### src/rtl/wdt_keyed_pkg.sv
package wdt_keyed_pkg;
  localparam int ADDR_W = 4;
  localparam int DATA_W = 32;
  localparam int NSLOT  = 4;

  localparam logic [ADDR_W-1:0] A_REV   = 4'd0;
  localparam logic [ADDR_W-1:0] A_CTRL  = 4'd1;
  localparam logic [ADDR_W-1:0] A_LOAD  = 4'd2;
  localparam logic [ADDR_W-1:0] A_TRIG  = 4'd3;
  localparam logic [ADDR_W-1:0] A_KEY   = 4'd4;
  localparam logic [ADDR_W-1:0] A_PEND  = 4'd5;
  localparam logic [ADDR_W-1:0] A_COUNT = 4'd6;

  localparam int S_CTRL = 0;
  localparam int S_LOAD = 1;
  localparam int S_TRIG = 2;
  localparam int S_KEY  = 3;

  localparam logic [DATA_W-1:0] CTRL_MASK = 32'h0000_003C;
  localparam logic [DATA_W-1:0] KEY_ON_A  = 32'h0000_BBBB;
  localparam logic [DATA_W-1:0] KEY_ON_B  = 32'h0000_4444;
  localparam logic [DATA_W-1:0] KEY_OFF_A = 32'h0000_AAAA;
  localparam logic [DATA_W-1:0] KEY_OFF_B = 32'h0000_5555;

  typedef enum logic [1:0] {SEQ_IDLE, SEQ_ON, SEQ_OFF} seq_e;

  function automatic logic [ADDR_W-1:0] slot_addr(int s);
    case (s)
      S_CTRL:  return A_CTRL;
      S_LOAD:  return A_LOAD;
      S_TRIG:  return A_TRIG;
      default: return A_KEY;
    endcase
  endfunction
endpackage

### src/rtl/wdt_posted_slot.sv
module wdt_posted_slot #(
  parameter int DW  = 32,
  parameter int DLY = 4
) (
  input  logic          clk_i,
  input  logic          rst_ni,
  input  logic          wr_i,
  input  logic [DW-1:0] wdata_i,
  output logic          pend_o,
  output logic          apply_o,
  output logic [DW-1:0] data_o
);
  localparam int CW = $clog2(DLY + 1);

  logic [CW-1:0] cnt_q;
  logic [DW-1:0] sh_q;

  always_ff @(posedge clk_i or negedge rst_ni) begin
    if (!rst_ni) begin
      cnt_q <= '0;
      sh_q  <= '0;
    end else if (wr_i && cnt_q == '0) begin
      cnt_q <= CW'(DLY);
      sh_q  <= wdata_i;
    end else if (cnt_q != '0) begin
      cnt_q <= cnt_q - 1'b1;
    end
  end

  assign pend_o  = (cnt_q != '0);
  assign apply_o = (cnt_q == CW'(1));
  assign data_o  = sh_q;
endmodule

### src/rtl/wdt_tick_div.sv
module wdt_tick_div #(
  parameter int RATIO_W = 3
) (
  input  logic               clk_i,
  input  logic               rst_ni,
  input  logic               tick_i,
  input  logic               clr_i,
  input  logic               en_i,
  input  logic [RATIO_W-1:0] ratio_i,
  output logic               adv_o
);
  localparam int PC_W = (1 << RATIO_W) - 1;

  logic [PC_W-1:0] pc_q;
  logic [PC_W-1:0] lim;
  logic            hit;

  assign lim   = (PC_W'(1) << ratio_i) - PC_W'(1);
  assign hit   = (pc_q == lim);
  assign adv_o = tick_i && (!en_i || hit);

  always_ff @(posedge clk_i or negedge rst_ni) begin
    if (!rst_ni)               pc_q <= '0;
    else if (clr_i)            pc_q <= '0;
    else if (tick_i && en_i)   pc_q <= hit ? '0 : pc_q + 1'b1;
  end
endmodule

### src/rtl/wdt_arm_seq.sv
module wdt_arm_seq
  import wdt_keyed_pkg::*;
(
  input  logic              clk_i,
  input  logic              rst_ni,
  input  logic              apply_i,
  input  logic [DATA_W-1:0] word_i,
  output logic              armed_o
);
  seq_e st_q;

  always_ff @(posedge clk_i or negedge rst_ni) begin
    if (!rst_ni) begin
      st_q    <= SEQ_IDLE;
      armed_o <= 1'b1;
    end else if (apply_i) begin
      unique case (st_q)
        SEQ_IDLE: begin
          if (word_i == KEY_ON_A)       st_q <= SEQ_ON;
          else if (word_i == KEY_OFF_A) st_q <= SEQ_OFF;
        end
        SEQ_ON: begin
          if (word_i == KEY_ON_B) armed_o <= 1'b1;
          st_q <= SEQ_IDLE;
        end
        SEQ_OFF: begin
          if (word_i == KEY_OFF_B) armed_o <= 1'b0;
          st_q <= SEQ_IDLE;
        end
        default: st_q <= SEQ_IDLE;
      endcase
    end
  end
endmodule

### src/rtl/wdt_count_core.sv
module wdt_count_core #(
  parameter int             CNT_W    = 32,
  parameter logic [CNT_W-1:0] LOAD_RST = 32'hFFFB_0000,
  parameter int             RST_CYC  = 16
) (
  input  logic             clk_i,
  input  logic             rst_ni,
  input  logic             armed_i,
  input  logic             adv_i,
  input  logic             reload_i,
  input  logic [CNT_W-1:0] load_i,
  output logic [CNT_W-1:0] count_o,
  output logic             rst_o
);
  localparam int RW = $clog2(RST_CYC + 1);

  logic [RW-1:0] rc_q;
  logic          wrap;

  assign wrap = armed_i && adv_i && !reload_i && (count_o == '1);

  always_ff @(posedge clk_i or negedge rst_ni) begin
    if (!rst_ni)                count_o <= LOAD_RST;
    else if (reload_i || wrap)  count_o <= load_i;
    else if (armed_i && adv_i)  count_o <= count_o + 1'b1;
  end

  always_ff @(posedge clk_i or negedge rst_ni) begin
    if (!rst_ni)         rc_q <= '0;
    else if (wrap)       rc_q <= RW'(RST_CYC);
    else if (rc_q != '0) rc_q <= rc_q - 1'b1;
  end

  assign rst_o = (rc_q != '0);
endmodule

### src/rtl/wdt_keyed.sv
module wdt_keyed
  import wdt_keyed_pkg::*;
#(
  parameter int               CNT_W    = 32,
  parameter logic [CNT_W-1:0] LOAD_RST = 32'hFFFB_0000,
  parameter int               PEND_CYC = 4,
  parameter int               RST_CYC  = 16,
  parameter int               RATIO_W  = 3,
  parameter logic [7:0]       REV      = 8'h21
) (
  input  logic              clk_i,
  input  logic              rst_ni,
  input  logic              tick_i,
  input  logic [ADDR_W-1:0] addr_i,
  input  logic [DATA_W-1:0] wdata_i,
  input  logic              wr_i,
  input  logic              rd_i,
  output logic [DATA_W-1:0] rdata_o,
  output logic              wdt_rst_o
);
  logic [NSLOT-1:0]             slot_pend;
  logic [NSLOT-1:0]             slot_apply;
  logic [NSLOT-1:0][DATA_W-1:0] slot_data;

  for (genvar s = 0; s < NSLOT; s++) begin : g_slot
    wdt_posted_slot #(.DW(DATA_W), .DLY(PEND_CYC)) u_slot (
      .clk_i   (clk_i),
      .rst_ni  (rst_ni),
      .wr_i    (wr_i && (addr_i == slot_addr(s))),
      .wdata_i (wdata_i),
      .pend_o  (slot_pend[s]),
      .apply_o (slot_apply[s]),
      .data_o  (slot_data[s])
    );
  end

  logic [DATA_W-1:0] ctrl_q;
  logic [CNT_W-1:0]  load_q;
  logic [DATA_W-1:0] trig_q;
  logic              trig_reload;

  // reload only on a changed trigger value
  assign trig_reload = slot_apply[S_TRIG] && (slot_data[S_TRIG] != trig_q);

  always_ff @(posedge clk_i or negedge rst_ni) begin
    if (!rst_ni) begin
      ctrl_q <= '0;
      load_q <= LOAD_RST;
      trig_q <= '0;
    end else begin
      if (slot_apply[S_CTRL]) ctrl_q <= slot_data[S_CTRL] & CTRL_MASK;
      if (slot_apply[S_LOAD]) load_q <= slot_data[S_LOAD][CNT_W-1:0];
      if (slot_apply[S_TRIG]) trig_q <= slot_data[S_TRIG];
    end
  end

  logic armed;
  wdt_arm_seq u_seq (
    .clk_i   (clk_i),
    .rst_ni  (rst_ni),
    .apply_i (slot_apply[S_KEY]),
    .word_i  (slot_data[S_KEY]),
    .armed_o (armed)
  );

  logic adv;
  wdt_tick_div #(.RATIO_W(RATIO_W)) u_div (
    .clk_i   (clk_i),
    .rst_ni  (rst_ni),
    .tick_i  (tick_i),
    .clr_i   (slot_apply[S_CTRL]),
    .en_i    (ctrl_q[5]),
    .ratio_i (ctrl_q[2 +: RATIO_W]),
    .adv_o   (adv)
  );

  logic [CNT_W-1:0] count;
  wdt_count_core #(.CNT_W(CNT_W), .LOAD_RST(LOAD_RST), .RST_CYC(RST_CYC)) u_core (
    .clk_i    (clk_i),
    .rst_ni   (rst_ni),
    .armed_i  (armed),
    .adv_i    (adv),
    .reload_i (trig_reload),
    .load_i   (load_q),
    .count_o  (count),
    .rst_o    (wdt_rst_o)
  );

  logic [DATA_W-1:0] cnt_ext, load_ext, pend_word, rd_mux;

  always_comb begin
    cnt_ext  = '0;
    load_ext = '0;
    cnt_ext[CNT_W-1:0]  = count;
    load_ext[CNT_W-1:0] = load_q;
    pend_word    = '0;
    pend_word[0] = slot_pend[S_CTRL];
    pend_word[2] = slot_pend[S_LOAD];
    pend_word[3] = slot_pend[S_TRIG];
    pend_word[4] = slot_pend[S_KEY];
  end

  always_comb begin
    rd_mux = '0;
    case (addr_i)
      A_REV:   rd_mux[7:0] = REV;
      A_CTRL:  rd_mux = ctrl_q;
      A_LOAD:  rd_mux = load_ext;
      A_TRIG:  rd_mux = trig_q;
      A_PEND:  rd_mux = pend_word;
      A_COUNT: rd_mux = cnt_ext;
      default: rd_mux = '0;
    endcase
  end

  assign rdata_o = rd_i ? rd_mux : '0;
endmodule

### config.mk
export PLATFORM = sky130hd
export DESIGN_NAME = wdt_keyed
export DESIGN_NICKNAME = d
export VERILOG_FILES = /design/src/rtl/wdt_keyed_pkg.sv /design/src/rtl/wdt_posted_slot.sv /design/src/rtl/wdt_tick_div.sv /design/src/rtl/wdt_arm_seq.sv /design/src/rtl/wdt_count_core.sv /design/src/rtl/wdt_keyed.sv
export SDC_FILE = /design/constraint.sdc
export NUM_CORES = 1
export LEC_CHECK = 0
export CORE_MARGIN = 5
export CORE_UTILIZATION = 35
export DETAILED_ROUTE_END_ITERATION = 10
export PLACE_DENSITY_LB_ADDON = 0.15
export SYNTH_ARGS = -nofsm -noshare
export SYNTH_HDL_FRONTEND = slang
export SYNTH_SLANG_ARGS = --single-unit
### constraint.sdc
create_clock -name clk_i -period 4.2 [get_ports clk_i]
set_clock_uncertainty 0.2 [all_clocks]
set_input_delay 0.42 -clock clk_i [delete_from_list [all_inputs] [get_ports clk_i]]
set_output_delay 0.42 -clock clk_i [all_outputs]
set_load 0.05 [all_outputs]
==> out/qor.tcl, run 1 <==
set qor(overall_via_count_from_detail_route) 7910
set qor(first_global_vias) 7950
set qor(largest_net_degree_at_the_start_of_global_routing) 91
set qor(clk_root_buffer_cell) {clkbuf_16}
set qor(ratio_of_cells_with_drive_above_1_in_the_final_layout_pct) 30.5
set qor(critical_path.reg2reg.startpoint) {ctrl_q[4]$_DFFE_PN0P_}
set qor(max_cap_violations) 0
set qor(layout.cells.non_filler) 1446
set qor(clkTransAtPathRegs_ns) 0.06
set qor(worst_r2r_endpoint) {u_core.count_o[15]$_DFFE_PN0P_}
set qor(timing.fmax_mhz) 284
set qor(ys_top_cells_by_area) {dfrtp_1 44%, mux2_2 17%, dfstp_2 7.3%}
set qor(placement_rows) 65
set qor(vdd.ir_drop.worst_mv) 0.287
set qor(min_period_over_period_pct) 83.9
set qor(critical_path.max_stage_delay_ns) 0.51
set qor(synthesis.yosys.warnings) 0
set qor(grt_pass1_wl_mm) 48.8
set qor(synthDominantCellAreaShare_pct) 44.0
set qor(worst_path_fanout_max) 23
set qor(netlist_instances) 947
set qor(worst-endpoint-arrival_ns) 3.74
set qor(yosys_most_used_dff) {dfrtp_1}
set qor(ios) 74
set qor(status) {complete, no violations}
set qor(cts-buffers-inserted) 27
set qor(ff2ff_path_depth) 11
set qor(gp_routability_congestion) 0.859
set qor(cts_buffer_depth) 3
set qor(synth_seq_cells) 227
set qor(dpl-instance-area_sq_um) 12500
set qor(routed_via_density) 5.47
set qor(floorplan.die.width_um) 189
set qor(final.fill_count) 2974
set qor(hpwlAfterDp_mm) 22.2
set qor(global_route.usage.total_pct) 17.5
set qor(area_of_the_die_sq_um) 35500
set qor(drt_iter0_markers) 690
set qor(cp.required_ns) 4.42
set qor(leakagePower_uw) 0.00586
set qor(nets) 1083
set qor(drt_wl_total_mm) 31.3
set qor(start_kind) {register}
set qor(floorplan.initialDensity_pct) 35.4
set qor(drc_errors) 0
set qor(cts-htree-levels) 1
set qor(drt_first_pass_iters) 9
set qor(final_antenna_net_count) 0
set qor(placement.io_buffers) 73
set qor(placed_cells) 1397
set qor(synth-async-reset-ratio_pct) 100
set qor(holdCritPathClass) {in2async}
set qor(yosysUniqueCellTypes) 75
set qor(clkSinkCount) 227
set qor(slew_headroom_pct) 35.7
set qor(p_per_area_nw_per_um2) 647
set qor(timing.setup.critical_path_class) {reg2reg}
set qor(synth_edf_count) 0
set qor(area_growth_pct) 20.0
set qor(path_cells) {or3_1 -> ha_1 -> o21ba_2 -> a211oi_1 -> o311a_1 -> a41o_1 -> buf_4 -> a21oi_4 -> buf_4 -> nor2_1 -> a211oi_1}
set qor(final_cell_area_sq_um) 13400
set qor(seq_area_sq_um) 5720
set qor(synth_area_leader_cell) {dfrtp_1}
set qor(min_period_ns) 3.52
set qor(final_total_negative_setup_slack_ns) 0
set qor(gr-total-overflow) 0
set qor(tritoncts) {built}
set qor(synthesis.nets) 1005
set qor(postCtsSetupBuffers) 0
set qor(syn_avg_cell_area_sq_um) 11.8
set qor(report.final.setup_viol) 0
set qor(synth.yosys.seq_area_share_pct) 51.3
set qor(core_area_sq_um) 31500
set qor(rsz_0062_raised_after_global_routing) {no}
set qor(setup_ws_ns) 0.676
set qor(antenna_cells) 0
set qor(slowest_stage) {dfrtp_1}
set qor(grt_antenna_before_repair) 1
set qor(worst-r2r-setup-slack_ns) 0.68
set qor(timing.critical_path.to_type) {register}
set qor(timing_max_transition_violations_final) 0
set qor(post_synth_instance_area_sq_um) 11200
set qor(multi_input_gate_area_sq_um) 5160
set qor(pre_cts_ws_ns) 0.657
set qor(ctsResizeCount) 0
set qor(routedWlPerCell_um) 21.6
set qor(clk-insertion-delay-late_ns) 0.53
set qor(floorplan.die.height_um) 189
set qor(max_slew.worst_pin.slew_ns) 0.952
set qor(report.final.hold_viol_count) 0
## synth_stat cells, types with 4 or more instances
cell type and instances:
xnor2_1 43, clkbuf_1 28, inv_1 14, nor2b_1 13
mux2i_1 6, and2_1 7, a31oi_1 9, dfrtp_1 196
buf_2 5, a22o_1 6, o211ai_1 4, xor2_1 4
nor2_1 73, and4_1 4, a21oi_1 27, a222oi_1 31
mux2_2 168, buf_1 9, nand2_1 46, o22ai_1 4
nand4_1 19, nor3_1 11, ha_1 17, o21ai_0 27
buf_4 5, a211oi_1 9, nor4_1 9, a21o_1 4
a311oi_1 9, dfstp_2 31, o21a_1 4, nand3_1 22
and3_1 21, nand2b_1 7
## how the worst max path moves through the flow
stage	end	slack [ns]	cells past startpoint	from
6_report	u_core.count_o[15]$_DFFE_PN0P_	0.68	11	ctrl_q[4]$_DFFE_PN0P_
5_1_grt	u_core.count_o[8]$_DFFE_PN0P_	0.40	11	ctrl_q[4]$_DFFE_PN0P_
4_1_cts	u_core.count_o[8]$_DFFE_PN0P_	0.67	11	ctrl_q[3]$_DFFE_PN0P_
3_5_place_dp	u_core.count_o[14]$_DFFE_PN0P_	0.66	11	ctrl_q[3]$_DFFE_PN0P_
3_3_place_gp	g_slot[1].u_slot.data_o[31]$_DFFE_PN0P_	0.71	6	addr_i[1]
2_1_floorplan	u_core.count_o[10]$_DFFE_PN0P_	1.20	11	ctrl_q[3]$_DFFE_PN0P_
## report_power, final
group	switching [uW]	internal, uW
registers	851	3070
clock network	920	1390
logic	1170	1270
## layout by cell type, fill, tap and decap left out, drive strengths merged, types with 6 or more instances in the layout
cell type,instances
dfrtp,196
mux2,169
nor2,74
buf,56
nand2,47
xnor2,43
clkdlybuf4s50,42
clkbuf,38
a222oi,31
dfstp,31
o21ai,28
a21oi,28
nand3,22
and3,21
nand4,20
ha,17
inv,14
nor2b,13
nor3,13
nor4,10
a311oi,10
a31oi,9
a211oi,9
and2,8
clkinv,7
nand2b,7
a22o,6
mux2i,6
## sequential cells by signal (all words and copies together), names as in the netlist
| name | count |
|---|---|
| g_slot.u_slot.cnt_q | 12 |
| g_slot.u_slot.data_o | 100 |
| u_div.pc_q | 7 |
| u_core.rc_q | 5 |
| u_seq.st_q | 2 |
| u_seq.armed_o | 1 |
| trig_q | 32 |
| load_ext | 32 |
| ctrl_q | 4 |
| u_core.count_o | 32 |
## through the flow
step / total power, uW / hold WS, ns / utilization (%)
after floorplan: 5480 / -0.0756 / -
after global placement: 6340 / 0.272 / 39.7
after detailed placement: 6390 / 0.284 / 39.7
after CTS: 8740 / 0.294 / 42.5
after global routing: 9180 / 0.312 / 42.5
final: 8660 / 0.278 / 42.5
## per-layer routing
layer / track usage (%) / wire length (um) / share of wire (%) / up-vias
li1: - / - / - / 3686
met1: 25.8 / 14900 / 48 / 4000
met2: 27.3 / 14200 / 45 / 193
met3: 2.80 / 1630 / 5.2 / 31
met4: 3.70 / 518 / 1.7 / 0
met5: 0 / 0 / 0 / -
## repair_timing
item / CTS / global route
hold buffers: 1 / 0
endpoints found under the setup margin: 0 / 0
hold endpoints to repair: 69 / 0
## worst max-delay path: cells and delay by family (launching register included)
| family | cells | cell delay (ns) |
|---|---|---|
| buffers and inverters | 2 | 0.56 |
| AND/OR/NAND/NOR | 2 | 0.49 |
| flip-flops | 1 | 0.51 |
| AO/OA/AOI/OAI | 6 | 1.34 |
| adder cells (fa/ha/maj) | 1 | 0.29 |
## area by class of cell
cell class | count | area share, %
Clock buffer | 38 | 5.73
Inverter | 14 | 0.393
Clock inverter | 10 | 0.767
Sequential cell | 227 | 42.8
Timing Repair Buffer | 99 | 8.01
Tap cell | 402 | 3.76
Multi-Input combinational cell | 656 | 38.6
## cell families (layout without fill, tap and decap cells)
logic type,count (synthesis),count (layout),synth area share [%]
adder cells (fa/ha/maj),17,17,1.91
flip-flops,227,227,51.3
multiplexers,175,175,17.6
AO/OA/AOI/OAI,156,156,10.6
buffers and inverters,64,161,2.58
AND/OR/NAND/NOR,261,261,12.4
XOR/XNOR,47,47,3.69
(Power assumes the default switching activity.)
==> run 2, diff against run 1 <==
clock period = 3.6 ns   (was 4.2 ns; I/O delays follow)
==> run 2 against run 1 <==
- worst hold slack gained 0.0061 ns
- global-route usage is 0.22 points lower
- largest cell class unchanged
- register-to-register slack got worse by 0.41 ns
- fmax is 5.7% higher
- first-iteration DRC count is 1.2% lower
==> out/qor.tcl, run 2 (synthesized netlist as in run 1, its figures left out) <==
set qor(status) {complete, no violations}
set qor(cts-buffers-inserted) 26 ;# -3.7%
set qor(tritoncts) {built}
set qor(ratio_of_cells_with_drive_above_1_in_the_final_layout_pct) 30.9 ;# +0.39 points
set qor(drt_wl_total_mm) 30.8 ;# -1.4%
set qor(slew_headroom_pct) 44.6 ;# +9.0 points
set qor(floorplan.initialDensity_pct) 35.4 ;# unchanged
set qor(start_kind) {register}
set qor(overall_via_count_from_detail_route) 7965 ;# +0.70%
set qor(vdd.ir_drop.worst_mv) 0.321 ;# +12%
set qor(largest_net_degree_at_the_start_of_global_routing) 106 ;# +16%
set qor(floorplan.die.height_um) 189 ;# unchanged
set qor(routed_via_density) 5.50 ;# +0.49%
set qor(flip_flop_count_of_the_largest_register_all_copies_and_words_added) 100 ;# unchanged
set qor(mostFrequentLayoutCell) {dfrtp_1}
set qor(placement.io_buffers) 73 ;# unchanged
set qor(timing.critical_path.to_type) {register}
set qor(cts-htree-levels) 1 ;# unchanged
set qor(worst-endpoint-arrival_ns) 3.50 ;# -0.24 ns
set qor(area_growth_pct) 22.2
set qor(report.final.setup_viol) 0 ;# unchanged
set qor(min_period_over_period_pct) 92.6 ;# +8.7 points
set qor(gr-total-overflow) 0 ;# unchanged
set qor(clk_root_buffer_cell) {clkbuf_16}
set qor(cp.required_ns) 3.77 ;# -0.65 ns
set qor(holdCritPathClass) {in2async}
set qor(gp_routability_congestion) 0.874 ;# +1.8%
set qor(most_frequent_cells_in_the_layout) {196 x dfrtp_1, 168 x mux2_2, 73 x nor2_1}
set qor(timing.fmax_mhz) 300 ;# +5.7%
set qor(report.final.hold_viol_count) 0 ;# unchanged
set qor(worst_path_fanout_max) 7 ;# -70%
set qor(placement_rows) 65 ;# unchanged
set qor(floorplan.die.width_um) 189 ;# unchanged
set qor(hpwlAfterDp_mm) 22.4 ;# +0.96%
set qor(ios) 74 ;# unchanged
set qor(clk-insertion-delay-late_ns) 0.53 ;# about the same
set qor(first_global_vias) 8017 ;# +0.84%
set qor(timing_max_transition_violations_final) 0 ;# unchanged
set qor(p_per_area_nw_per_um2) 750 ;# +16%
set qor(antenna_cells) 0 ;# unchanged
set qor(min_period_ns) 3.33 ;# -0.192 ns
set qor(drt_first_pass_iters) 8 ;# -1
set qor(drc_errors) 0 ;# unchanged
set qor(drt_iter0_markers) 682 ;# -1.2%
set qor(ctsResizeCount) 0 ;# unchanged
set qor(clkSinkCount) 227 ;# unchanged
set qor(timing.setup.critical_path_class) {reg2reg}
set qor(leakagePower_uw) 0.00595 ;# +1.4%
set qor(worst-r2r-setup-slack_ns) 0.27 ;# -0.41 ns
set qor(nets) 1086 ;# +0.28%
set qor(routedWlPerCell_um) 21.3 ;# -1.6%
set qor(core_area_sq_um) 31500 ;# unchanged
set qor(grt_pass1_wl_mm) 48.7 ;# -0.26%
set qor(cts_buffer_depth) 3 ;# unchanged
set qor(global_route.usage.total_pct) 17.2 ;# -0.22 points
set qor(final_antenna_net_count) 0 ;# unchanged
set qor(grt_antenna_before_repair) 0 ;# -1
set qor(area_of_the_die_sq_um) 35500 ;# unchanged
set qor(final.fill_count) 2953 ;# -0.71%
set qor(max_cap_violations) 0 ;# unchanged
set qor(tightest_hold_margin_ns) 0.284 ;# +0.00609 ns
set qor(rsz_0062_raised_after_global_routing) {no}
set qor(clkTransAtPathRegs_ns) 0.06 ;# about the same
set qor(max_slew.worst_pin.slew_ns) 0.831 ;# -0.121 ns
set qor(ff2ff_path_depth) 9 ;# -2
set qor(final_total_negative_setup_slack_ns) 0 ;# unchanged
==> run 2: cell count changes in the layout (fill, tap and decap cells not counted), sizes merged <==
cell,before,now
clkdlybuf4s50,42,40
bufinv,2,4
clkinv,7,4
buf,56,62
==> run 2: per-layer routing <==
layer  vias up  share of wire [%]  GRT usage, %
met5         -                  0             0
met2       202                 45          26.6
met3        37                5.6          2.80
li1       3677                  -             -
met1      4049                 48          25.6
met4         0                1.9          4.01
==> run 2: worst paths after layout <==
| check | from | endpoint |
|---|---|---|
| setup reg to reg | ctrl_q[4]$_DFFE_PN0P_ | u_core.count_o[14]$_DFFE_PN0P_ |
| max in group asynchronous | rst_ni | load_ext[29]$_DFFE_PN1P_ |
| min in group clk_i | g_slot[0].u_slot.cnt_q[2]$_DFFE_PN0P_ | g_slot[0].u_slot.cnt_q[2]$_DFFE_PN0P_ |
| setup / recovery | ctrl_q[4]$_DFFE_PN0P_ | u_core.count_o[14]$_DFFE_PN0P_ |
| hold reg to reg | g_slot[0].u_slot.cnt_q[2]$_DFFE_PN0P_ | g_slot[0].u_slot.cnt_q[2]$_DFFE_PN0P_ |
| hold / removal | rst_ni | g_slot[3].u_slot.cnt_q[1]$_DFFE_PN0P_ |
==> run 2: layout make-up <==
class / count / area [sq um] / area share [%]
timing repair buffer: 103 / 1270 / 9.33
multi-input combinational: 656 / 5160 / 37.9
inverter: 14 / 52.6 / 0.386
sequential: 227 / 5720 / 42.0
clock buffer: 38 / 767 / 5.63
clock inverter: 9 / 148 / 1.08
tap: 402 / 503 / 3.69
==> run 2: what timing repair did <==
item                      CTS  global route
hold buffers                1             0
hold endpoints to repair   87             0
setup buffers               0             0
==> run 2: worst max-delay path: stages (launching register included) <==
cell and delay (ns):
dfrtp_1 0.37, or3_1 0.37, ha_1 0.29, or2_2 0.33, o221ai_2 0.15, o311a_1 0.23, a41o_1 0.40, nand2_2 0.16
nor2_1 0.48, a311oi_1 0.18
==> run 2: stage by stage <==
| stage | power, uW | std cells | util (%) | instance area [sq um] | setup WS [ns] |
|---|---|---|---|---|---|
| 2_1_floorplan | 6390 | 947 | - | 11200 | 0.603 |
| 3_3_place_gp | 7420 | 1401 | 40.3 | 12700 | 0.366 |
| 3_5_place_dp | 7500 | 1401 | 40.3 | 12700 | 0.303 |
| 4_1_cts | 10400 | 1449 | 43.3 | 13600 | 0.298 |
| 5_1_grt | 10900 | 1449 | 43.3 | 13600 | 0.0606 |
| 6_report | 10200 | 1449 | 43.3 | 13600 | 0.268 |
==> run 2: power breakdown <==
| part | switching (uW) | total, uW | internal [uW] | leakage, uW |
|---|---|---|---|---|
| clock | 1030 | 2790 | 1760 | 0.000448 |
| sequential | 971 | 4550 | 3580 | 0.00292 |
| combinational | 1380 | 2880 | 1500 | 0.00257 |
